### config.mk
export PLATFORM = sky130hd
export DESIGN_NAME = mdio_mgmt_master
export DESIGN_NICKNAME = d
export VERILOG_FILES = /design/src/rtl/mdio_mgmt_master.sv
export SDC_FILE = /design/constraint.sdc
export NUM_CORES = 1
export LEC_CHECK = 0
export BUFFER_PORTS_ARGS = -buffer_cell sky130_fd_sc_hd__clkbuf_2
export CORE_ASPECT_RATIO = 0.8
export CORE_MARGIN = 2
export CORE_UTILIZATION = 40
export CTS_CLUSTER_SIZE = 12
export DETAILED_ROUTE_END_ITERATION = 10
export PLACE_DENSITY = 0.55
export SYNTH_ARGS = -nofsm -noshare
export SYNTH_HDL_FRONTEND = slang
export SYNTH_SLANG_ARGS = --single-unit
### constraint.sdc
create_clock -name clk -period 4.6 [get_ports clk]
set_input_delay 0.46 -clock clk [delete_from_list [all_inputs] [get_ports clk]]
set_output_delay 0.46 -clock clk [all_outputs]
set_load 0.01 [all_outputs]
### src/rtl/mdio_mgmt_master.sv
module mdio_mgmt_master #(
  parameter int CLK_DIV = 2,
  parameter int PRE_LEN = 32
) (
  input  logic        clk,
  input  logic        rst_n,
  input  logic [4:0]  init_phy,
  input  logic        req_valid,
  input  logic        req_write,
  input  logic [4:0]  req_phy,
  input  logic [4:0]  req_reg,
  input  logic [15:0] req_wdata,
  output logic        busy,
  output logic        done,
  output logic [15:0] rd_data,
  output logic        rd_err,
  output logic        mdc,
  output logic        mdio_o,
  output logic        mdio_oe,
  input  logic        mdio_i
);

  localparam int DIVW = $clog2(CLK_DIV + 1);
  localparam int CW   = $clog2((PRE_LEN > 32) ? PRE_LEN : 32);

  typedef enum logic [1:0] {S_IDLE, S_PRE, S_FRM, S_GAP} st_t;

  st_t             st;
  logic [DIVW-1:0] dcnt;
  logic            mdc_r;
  logic [CW-1:0]   cnt;
  logic [30:0]     sh;
  logic            pend, is_init, pre_off, op_wr, ta_bad;
  logic [4:0]      phy_l, reg_l;
  logic [15:0]     wd_l, rd_sh;
  logic            done_r, err_r, o_r, oe_r;
  logic [31:0]     frame_w;

  wire tick    = (dcnt == DIVW'(CLK_DIV - 1));
  wire fall_ev = tick & mdc_r;
  wire rise_ev = tick & ~mdc_r;
  wire [4:0] phy_sel = is_init ? init_phy : phy_l;

  assign frame_w = {2'b01, op_wr ? 2'b01 : 2'b10, phy_sel, reg_l,
                    op_wr ? 2'b10 : 2'b00, op_wr ? wd_l : 16'h0000};

  assign busy    = pend | (st != S_IDLE);
  assign done    = done_r;
  assign rd_err  = err_r;
  assign rd_data = rd_sh;
  assign mdc     = mdc_r;
  assign mdio_o  = o_r;
  assign mdio_oe = oe_r;

  always_ff @(posedge clk or negedge rst_n) begin
    if (!rst_n) begin
      dcnt  <= '0;
      mdc_r <= 1'b0;
    end else if (tick) begin
      dcnt  <= '0;
      mdc_r <= ~mdc_r;
    end else begin
      dcnt  <= dcnt + 1'b1;
    end
  end

  always_ff @(posedge clk or negedge rst_n) begin
    if (!rst_n) begin
      st      <= S_IDLE;
      cnt     <= '0;
      sh      <= '0;
      pend    <= 1'b1;
      is_init <= 1'b1;
      pre_off <= 1'b0;
      op_wr   <= 1'b0;
      ta_bad  <= 1'b0;
      phy_l   <= '0;
      reg_l   <= 5'd1;
      wd_l    <= '0;
      rd_sh   <= '0;
      done_r  <= 1'b0;
      err_r   <= 1'b0;
      o_r     <= 1'b0;
      oe_r    <= 1'b0;
    end else begin
      done_r <= 1'b0;
      if (req_valid && !busy) begin
        pend    <= 1'b1;
        is_init <= 1'b0;
        op_wr   <= req_write;
        phy_l   <= req_phy;
        reg_l   <= req_reg;
        wd_l    <= req_wdata;
      end
      if (rise_ev && st == S_FRM && !op_wr) begin
        if (cnt == CW'(15)) ta_bad <= mdio_i;
        if (cnt >= CW'(16)) rd_sh <= {rd_sh[14:0], mdio_i};
      end
      if (fall_ev) begin
        case (st)
          S_IDLE: if (pend) begin
            pend <= 1'b0;
            cnt  <= '0;
            oe_r <= 1'b1;
            if (is_init || !pre_off) begin
              st  <= S_PRE;
              o_r <= 1'b1;
            end else begin
              st  <= S_FRM;
              o_r <= frame_w[31];
              sh  <= frame_w[30:0];
            end
          end
          S_PRE: begin
            if (cnt == CW'(PRE_LEN - 1)) begin
              st  <= S_FRM;
              cnt <= '0;
              o_r <= frame_w[31];
              sh  <= frame_w[30:0];
            end else begin
              cnt <= cnt + 1'b1;
              o_r <= 1'b1;
            end
          end
          S_FRM: begin
            if (cnt == CW'(31)) begin
              st   <= S_GAP;
              oe_r <= 1'b0;
              o_r  <= 1'b0;
            end else begin
              cnt  <= cnt + 1'b1;
              o_r  <= sh[30];
              sh   <= {sh[29:0], 1'b0};
              oe_r <= op_wr || (cnt < CW'(13));
            end
          end
          S_GAP: begin
            st <= S_IDLE;
            if (is_init) begin
              pre_off <= rd_sh[6] & ~ta_bad;
            end else begin
              done_r <= 1'b1;
              err_r  <= ~op_wr & ta_bad;
            end
          end
          default: st <= S_IDLE;
        endcase
      end
    end
  end

endmodule

==> results.json, run 1 <==
{
  "run_status": "finished clean",
  "clock_skew_ns": 0.01102,
  "path_class": "register to register",
  "grt_overflow": 0,
  "wl_per_cell_um": 14.84,
  "cp.buffers_inverters": 2,
  "cts_tree": "done",
  "critPathArrivalTime_ns": 3.10,
  "p_leak_uw": 0.002307,
  "cp.required_ns": 4.84,
  "rows": 33,
  "place_inst": 515,
  "cap_viol_max_count": 0,
  "clockRootBuffer": "clkbuf_16",
  "grt_pass1_vias": 2745,
  "numCtsBuffers": 9,
  "fin_cells": 531,
  "worstMarginPinSlew_ns": 1.184,
  "hold_viol_final": 0,
  "ys_warn_count": 0,
  "drt-initial-drc-count": 139,
  "htree_levels": 3,
  "ctsResizeCount": 0,
  "cts.sinks": 92,
  "min_period_ns": 2.870,
  "post_cts_buffers": 0,
  "io_pins": 58,
  "grt_max_degree": 50,
  "setup_tns_ns": 0,
  "ys_ff_latch": 92,
  "synth_cells": 335,
  "numPortBuffers": 57,
  "cp-start-kind": "register",
  "cpPeakStageDelay_ns": 0.74,
  "start_util_pct": 40.71,
  "firstDrtPassIters": 4,
  "syn_to_final_growth_pct": 17.35,
  "clk_latency_ns": 0.35,
  "nNetsFinal": 431,
  "drive_gt1_share_pct": 35.29,
  "vias": 2677,
  "powerDensity_nw_per_um2": 330.5,
  "max_freq_mhz": 348.5,
  "report.final.slew_viol_count": 0,
  "slew_headroom_pct": 20.79,
  "yosysSeqAreaShare_pct": 56.00,
  "yosys-top-cells-area": "dfrtp_1 54%, mux2_2 13%, a21oi_1 3.3%",
  "hold_path_class": "input port to asynchronous set/reset pin",
  "fin_crit_sh_pct": 62.38,
  "dieArea_um2": 11130,
  "avgSynthCellArea_um2": 12.29,
  "path_clk_slew_ns": 0.07,
  "end_kind": "register",
  "ys_types": 37,
  "synth_edf_count": 0,
  "yosys.area.top_type": "dfrtp_1",
  "cts_buffer_depth": 2,
  "die_h_um": 94.75,
  "ctsHoldBuffers": 0,
  "vdd_drop_max_mv": 0.2049,
  "syn_area_um2": 4118,
  "track_usage_pct": 15.41,
  "synth_top_area_share_pct": 54.09,
  "synthArstFlopShare_pct": 100.0,
  "rsz0062_at_grt": "false",
  "critical-path-slowest-cell": "ha_1",
  "syn_nets": 380,
  "place_congestion": 0.7550,
  "crit_chain": "inv_1 -> ha_1 -> buf_4 -> a2111oi_4 -> nand2_1 -> mux2_2",
  "dpl.hpwl_um": 5141,
  "finalSetupViolations": 0,
  "diodes": 0,
  "fin_hold_ws_ns": 0.1342,
  "core_um2": 10120,
  "die_w_um": 117.4,
  "vias_per_cell": 5.041,
  "reg2reg_setup_slack_ns": 1.73,
  "antenna_found_initial": 0,
  "grt_pass1_wl_um": 13510,
  "ant_nets": 0,
  "path_max_fanout": 25,
  "synth_flop_cell": "dfrtp_1",
  "drc": 0,
  "finalWirelength_um": 7878,
  "crit_family": "adder cells"
}
[state kept, by name, indices dropped and copies added (netlist names)]
name / count
cnt: 5
dcnt: 2
done: 1
is_init: 1
mdc: 1
mdio_o: 1
mdio_oe: 1
op_wr: 1
pend: 1
phy_l: 5
pre_off: 1
rd_data: 16
rd_err: 1
reg_l: 5
sh: 31
st: 2
ta_bad: 1
wd_l: 16
[worst paths after layout]
path,start,to,cells after the start
worst max-delay path,st[0],sh[2],6
worst min-delay path,rst_n,sh[16],1
worst max register to register,st[0],sh[2],6
worst min register to register,dcnt[0],dcnt[1],1
max in group asynchronous,rst_n,mdc,2
min in group clk,req_reg[4],reg_l[4],2
[layout make-up]
class / instances / area, um^2
clock buffer: 12 / 256.5
timing repair buffer: 62 / 325.3
fill: 922 / 5284
sequential: 92 / 2306
tap: 140 / 175.2
multi-input combinational: 209 / 1677
inverter: 12 / 45.04
clock inverter: 4 / 47.55
[cells in the mapped netlist, types with 2 or more instances]
cell type,n
a21oi_1,27
a22o_1,3
a22oi_1,13
a31oi_1,19
and3_1,3
buf_2,6
clkbuf_1,15
dfrtp_1,89
dfstp_2,3
ha_1,9
inv_1,12
mux2_2,48
mux2_4,7
mux2i_1,13
nand2_1,16
nor2_1,6
nor2b_1,10
nor3_1,2
nor3b_1,2
o21ai_0,14
o31ai_1,2
[per-stage QoR]
stage | setup WS (ns) | instance area [um^2] | utilization (%) | total power (uW)
after floorplan | 2.330 | 4118 | - | 825.8
after global placement | 1.785 | 4528 | 44.76 | 857.1
after detailed placement | 1.748 | 4528 | 44.76 | 857.7
after CTS | 1.725 | 4832 | 47.77 | 1622
after global routing | 1.500 | 4832 | 47.77 | 1656
final | 1.730 | 4832 | 47.77 | 1597
[layer usage]
| layer | wire length [um] | track usage, % |
|---|---|---|
| met1 | 3973 | 20.76 |
| met2 | 3513 | 23.59 |
| met3 | 282 | 5.133 |
| met4 | 108 | 5.221 |
| met5 | 0 | 0 |
[power by group]
group | leakage, uW | switching (uW) | internal [uW]
registers | 0.00121 | 0.329 | 810
clock network | 0.000149 | 308 | 449
logic | 0.000947 | 18.9 | 11.7
[placed cells by master, fill, tap and decap left out, types with 2 or more instances in the layout]
cell,count
dfstp_2,3
inv_1,12
clkbuf_8,2
buf_4,6
mux2_4,7
o21ai_0,14
clkinv_2,2
nor2_1,6
clkbuf_16,9
ha_1,9
nand2_1,16
nor3_1,2
clkbuf_2,56
a22o_1,3
nor3b_1,2
a22oi_1,13
a31oi_1,19
mux2i_1,13
mux2_2,48
a21oi_1,26
nor2b_1,10
dfrtp_1,89
and3_1,3
o31ai_1,2
[kinds of logic after synthesis]
family	count (synthesis)	synth area share [%]
compound gates	85	13.16
xor+xnor	1	0.2127
fa+ha+maj	9	2.735
buf+inv	34	3.373
flops	92	56.00
mux	68	18.84
simple gates	46	5.683
(Power assumes the default switching activity.)
==> inputs of run 2 (changes only) <==
ABC_AREA = 1   (was unset)
PLACE_DENSITY = 0.57   (was 0.55)
clock period = 2.4 ns   (was 4.6 ns; I/O delays follow)
==> results.json, run 2 <==
{
  "fin_hold_ws_ns": 0.1271,
  "ys_warn_count": 0,
  "hold_path_class": "input port to register",
  "layout_common_cells": "208 x nand2_1, 89 x dfrtp_1, 74 x nand3_1",
  "powerDensity_nw_per_um2": 585.1,
  "critPathArrivalTime_ns": 2.34,
  "max_freq_mhz": 485.5,
  "cpPeakStageDelay_ns": 0.42,
  "place_congestion": 0.7835,
  "synth_top_area_share_pct": 49.83,
  "die_h_um": 98.55,
  "pwr-share-comb_pct": 2.3,
  "cts_buffer_depth": 2,
  "crit_chain": "ha_1 -> nand2_1 -> nor2_1 -> ha_1 -> nor2_1 -> a21oi_4 -> buf_4 -> nand3_1 -> nand2_1",
  "clk_latency_ns": 0.34,
  "synth_xor_area_share_pct": 0.3919,
  "p_total_uw": 3008,
  "start_util_pct": 41.04,
  "end_kind": "register",
  "reg2reg_setup_slack_ns": 0.34,
  "worstMarginPinSlew_ns": 0.5598,
  "reg2reg_to": "sh[13]",
  "setup_tns_ns": 0,
  "synth_compound_area_share_pct": 6.131,
  "reg2reg_depth": 9,
  "track_usage_pct": 17.64,
  "cp-start-kind": "register",
  "regMostFlops": "sh",
  "wl_per_cell_um": 12.67,
  "fin_crit_sh_pct": 85.82,
  "grt_pass1_wl_um": 16780,
  "dieArea_um2": 12040,
  "synth_flop_cell": "dfrtp_1",
  "power_frac_clock_pct": 46.2,
  "grt_overflow": 0,
  "cts.sinks": 92,
  "slew_headroom_pct": 62.68,
  "synthMuxAreaShare_pct": 0,
  "post_cts_buffers": 0,
  "yosys-top-cells-area": "dfrtp_1 50%, nand2_1 17%, nand3_1 8.3%",
  "drt-initial-drc-count": 169,
  "report.final.slew_viol_count": 0,
  "hold_viol_final": 0,
  "sw_frac_of_total_pct": 20.78,
  "final_common_cell": "nand2_1",
  "fin_cells": 755,
  "vias": 3541,
  "htree_levels": 3,
  "path_class": "register to register",
  "synth_top_family_by_area": "simple AND/OR/NAND/NOR gates",
  "nNetsFinal": 651,
  "grt_max_degree": 44,
  "yosysSeqAreaShare_pct": 51.60,
  "die_w_um": 122.2,
  "path_max_fanout": 32,
  "yosys.area.top_type": "dfrtp_1",
  "synth_edf_count": 0,
  "finalSetupViolations": 0,
  "critical-path-slowest-cell": "dfrtp_1",
  "io_pins": 58,
  "ys_ff_latch": 92,
  "p_leak_uw": 0.002747,
  "place_inst": 738,
  "numCtsBuffers": 9,
  "min_period_ns": 2.060,
  "critPathCapture": "sh[13]",
  "clockRootBuffer": "clkbuf_16",
  "cp.required_ns": 2.68,
  "ctsResizeCount": 0,
  "p_int_uw": 2383,
  "ys_types": 32,
  "path_clk_slew_ns": 0.06,
  "yosys.area_share.simple_pct": 30.35,
  "rows": 34,
  "dpl.hpwl_um": 6542,
  "core_um2": 10890,
  "power_switching_uw": 625.1,
  "cts_tree": "done",
  "largest_reg_flops": 31,
  "synthArstFlopShare_pct": 100.0,
  "grt_pass1_vias": 3450,
  "ant_nets": 0,
  "numPortBuffers": 57,
  "critPathLaunch": "cnt[0]",
  "synth_commonest_cells": "208 x nand2_1, 89 x dfrtp_1, 74 x nand3_1, 50 x inv_1, 24 x nor2_1",
  "reg2reg_from": "cnt[0]",
  "yosysMostFrequentCell": "nand2_1",
  "vias_per_cell": 4.690,
  "seqPwrFrac_pct": 51.5,
  "syn_area_um2": 4469,
  "nFillCells": 1125,
  "synth_fa_ha_area_share_pct": 2.520,
  "syn_to_final_growth_pct": 15.03,
  "drive_gt1_share_pct": 16.20,
  "synth_cells": 555,
  "clock_skew_ns": 0.008580,
  "diodes": 0,
  "antenna_found_initial": 0,
  "avgSynthCellArea_um2": 8.053,
  "rsz0062_at_grt": "false",
  "firstDrtPassIters": 4,
  "drc": 0,
  "cap_viol_max_count": 0,
  "vdd_drop_max_mv": 0.3647,
  "run_status": "finished clean",
  "finalWirelength_um": 9568,
  "syn_nets": 600
}
run 2: cell types whose count changed in the layout (fill, tap and decap cells not counted), sizes merged, moves of 3 or more:
cell	delta
a22o	-3
mux2i	-13
mux2	-55
buf	+5
inv	+42
a21oi	-13
nand2	+195
a31oi	-19
a22oi	-13
nor2	+21
o21ai	+20
and3	-3
nor2b	-10
nand3	+76
run 2: critical path: cells and delay by family (launching register included):
kind	cells	cell delay, ns
fa+ha+maj	2	0.46
buf+inv	1	0.36
flops	1	0.42
simple gates	5	0.59
compound gates	1	0.15
run 2: final cells by class:
cell class / instances / area, um^2 / area share, %
sequential: 92 / 2306 / 44.85
timing repair buffer: 68 / 397.9 / 7.739
multi-input combinational: 381 / 1760 / 34.24
inverter: 54 / 210.2 / 4.089
clock inverter: 4 / 50.05 / 0.9735
clock buffer: 12 / 236.5 / 4.600
tap: 144 / 180.2 / 3.505
run 2: per-layer routing:
layer,up-vias,wire (um),track usage (%)
met5,-,0,0
met4,0,82,4.244
met3,8,473,4.514
met2,76,4057,26.64
met1,1620,4955,25.49
li1,1837,-,-
run 2: stage by stage:
| stage | utilization, % | instance area [um^2] | setup slack (ns) |
|---|---|---|---|
| floorplan | - | 4469 | 0.6856 |
| global placement | 44.49 | 4845 | 0.4377 |
| detailed placement | 44.49 | 4845 | 0.3621 |
| CTS | 47.21 | 5141 | 0.3476 |
| global route | 47.21 | 5141 | 0.1125 |
| finish | 47.21 | 5141 | 0.3404 |
run 2: power by group through the flow:
stage          Combinational [uW]  Sequential, uW  Clock (uW)
2_1_floorplan                5.90            1580           0
3_3_place_gp                 69.4            1580           0
3_5_place_dp                 71.0            1580           0
4_1_cts                      72.4            1550        1430
5_1_grt                      80.0            1550        1500
6_report                     68.7            1550        1390
run 2: cell families (layout without fill, tap and decap cells):
kind of cell             Yosys count  count (layout)
AND/OR/NAND/NOR                  319             319
flip-flops                        92              92
buffers and inverters             82             138
AO/OA/AOI/OAI                     51              51
adder cells (fa/ha/maj)            9               9
XOR/XNOR                           2               2
run 2: timing repair:
item                                    4_1_cts  5_1_grt
hold buffers                                  1        0
hold endpoints to repair                     38        0
endpoints found under the setup margin        0        0
run 2: worst min-delay path by stage:
stage | start | to | slack [ns] | cells past startpoint
6_report | req_wdata[13] | wd_l[13] | 0.13 | 3
5_1_grt | req_wdata[5] | wd_l[5] | 0.12 | 3
4_1_cts | req_wdata[3] | wd_l[3] | 0.12 | 3
3_5_place_dp | rst_n | phy_l[4] | 0.28 | 1
3_3_place_gp | rst_n | phy_l[1] | 0.27 | 1
2_1_floorplan | rst_n | cnt[0] | -0.06 | 0
==> inputs of run 3 (changes only) <==
PLACE_DENSITY = 0.71   (was 0.57)
==> results.json, run 3 (synthesis gave the netlist of run 2 again) <==
{
  "slew_headroom_pct": 41.32,
  "worstMarginPinSlew_ns": 0.8802,
  "firstDrtPassIters": 4,
  "post_cts_buffers": 0,
  "finalSetupViolations": 0,
  "path_clk_slew_ns": 0.06,
  "nNetsFinal": 650,
  "clk_latency_ns": 0.34,
  "die_h_um": 98.55,
  "cap_viol_max_count": 0,
  "reg2reg_to": "sh[20]",
  "place_congestion": 0.8475,
  "cp.required_ns": 2.63,
  "drt-initial-drc-count": 294,
  "finalWirelength_um": 9665,
  "ctsResizeCount": 0,
  "layout_common_cells": "208 x nand2_1, 89 x dfrtp_1, 74 x nand3_1",
  "critPathArrivalTime_ns": 2.32,
  "dpl.hpwl_um": 6497,
  "setup_ws_ns": 0.3120,
  "place_area_um2": 4820,
  "reg2reg_setup_slack_ns": 0.31,
  "rsz0062_at_grt": "false",
  "cts.sinks": 92,
  "start_util_pct": 41.04,
  "min_period_ns": 2.088,
  "largest_reg_flops": 31,
  "numPortBuffers": 57,
  "antenna_found_initial": 0,
  "core_um2": 10890,
  "path_max_fanout": 31,
  "ctsHoldBuffers": 0,
  "cp-start-kind": "register",
  "clockRootBuffer": "clkbuf_16",
  "wl_per_cell_um": 12.82,
  "htree_levels": 3,
  "vias_per_cell": 4.810,
  "reg2reg_from": "cnt[0]",
  "vdd_drop_max_mv": 0.3422,
  "die_w_um": 122.2,
  "grt_pass1_vias": 3382,
  "run_status": "finished clean",
  "p_leak_uw": 0.002746,
  "final_common_cell": "nand2_1",
  "grt_pass1_wl_um": 16180,
  "max_freq_mhz": 478.9,
  "hold_path_class": "input port to asynchronous set/reset pin",
  "path_class": "register to register",
  "hold_viol_final": 0,
  "syn_to_final_growth_pct": 14.56,
  "drc": 0,
  "setup_tns_ns": 0,
  "cts_buffer_depth": 2,
  "drive_gt1_share_pct": 16.72,
  "diodes": 0,
  "numCtsBuffers": 9,
  "dieArea_um2": 12040,
  "io_pins": 58,
  "track_usage_pct": 17.01,
  "pre_cts_ws_ns": 0.3398,
  "report.final.slew_viol_count": 0,
  "powerDensity_nw_per_um2": 596.4,
  "regMostFlops": "sh",
  "clock_skew_ns": 0.007408,
  "end_kind": "register",
  "final_area_um2": 5120,
  "grt_max_degree": 70,
  "grt_overflow": 0,
  "cts_tree": "done",
  "reg2reg_depth": 10,
  "fin_crit_sh_pct": 87.00,
  "vias": 3627,
  "rows": 34,
  "ant_nets": 0
}
-- run 3: worst max-delay path by stage --
| stage | start | end | slack, ns | cells after the start |
|---|---|---|---|---|
| final | cnt[0] | sh[20] | 0.31 | 10 |
| after global routing | cnt[0] | sh[20] | 0.06 | 10 |
| after detailed placement | cnt[0] | sh[4] | 0.34 | 9 |
| after global placement | cnt[0] | sh[7] | 0.42 | 10 |
| after CTS | cnt[0] | sh[20] | 0.31 | 10 |
| after floorplan | cnt[0] | sh[1] | 0.69 | 10 |
-- run 3: final cells by class --
cell class	instances	area, um^2
inverter	54	210.2
clock inverter	7	75.07
tap	144	180.2
fill	1081	5771
multi-input combinational	381	1760
timing repair buffer	67	362.8
clock buffer	9	225.2
sequential	92	2306
-- run 3: power by group --
group | total, uW | switching (uW) | internal (uW)
sequential | 1550 | 0 | 1550
combinational | 66.3 | 43.0 | 23.3
clock | 1440 | 623 | 814
total | 3050 | 666 | 2390
-- run 3: critical path: stages, from the launching register on --
cell     delay [ns]
dfrtp_1        0.44
ha_1           0.25
nand2_1        0.07
nor2_1         0.07
ha_1           0.22
nand2_1        0.12
nand2_1        0.12
inv_1          0.13
nand3_4        0.30
nand2_1        0.18
nand2_1        0.06
-- run 3: routing by layer --
layer / GRT usage [%] / vias up / routed length [um] / share of wire, %
met5: 0 / - / 0 / 0
met4: 5.924 / 0 / 142 / 1.5
met3: 3.646 / 11 / 541 / 5.6
met2: 24.45 / 99 / 4094 / 42
met1: 25.38 / 1680 / 4887 / 51
li1: - / 1837 / - / -
-- run 3: through the flow --
stage | power, uW | hold slack, ns | std cells | utilization, %
floorplan | 1586 | -0.05559 | 555 | -
finish | 3054 | 0.01361 | 754 | 47.01
global route | 3151 | 0.1010 | 754 | 47.01
detailed placement | 1649 | 0.4086 | 738 | 44.26
global placement | 1648 | 0.4158 | 738 | 44.26
CTS | 3092 | 0.06441 | 754 | 47.01
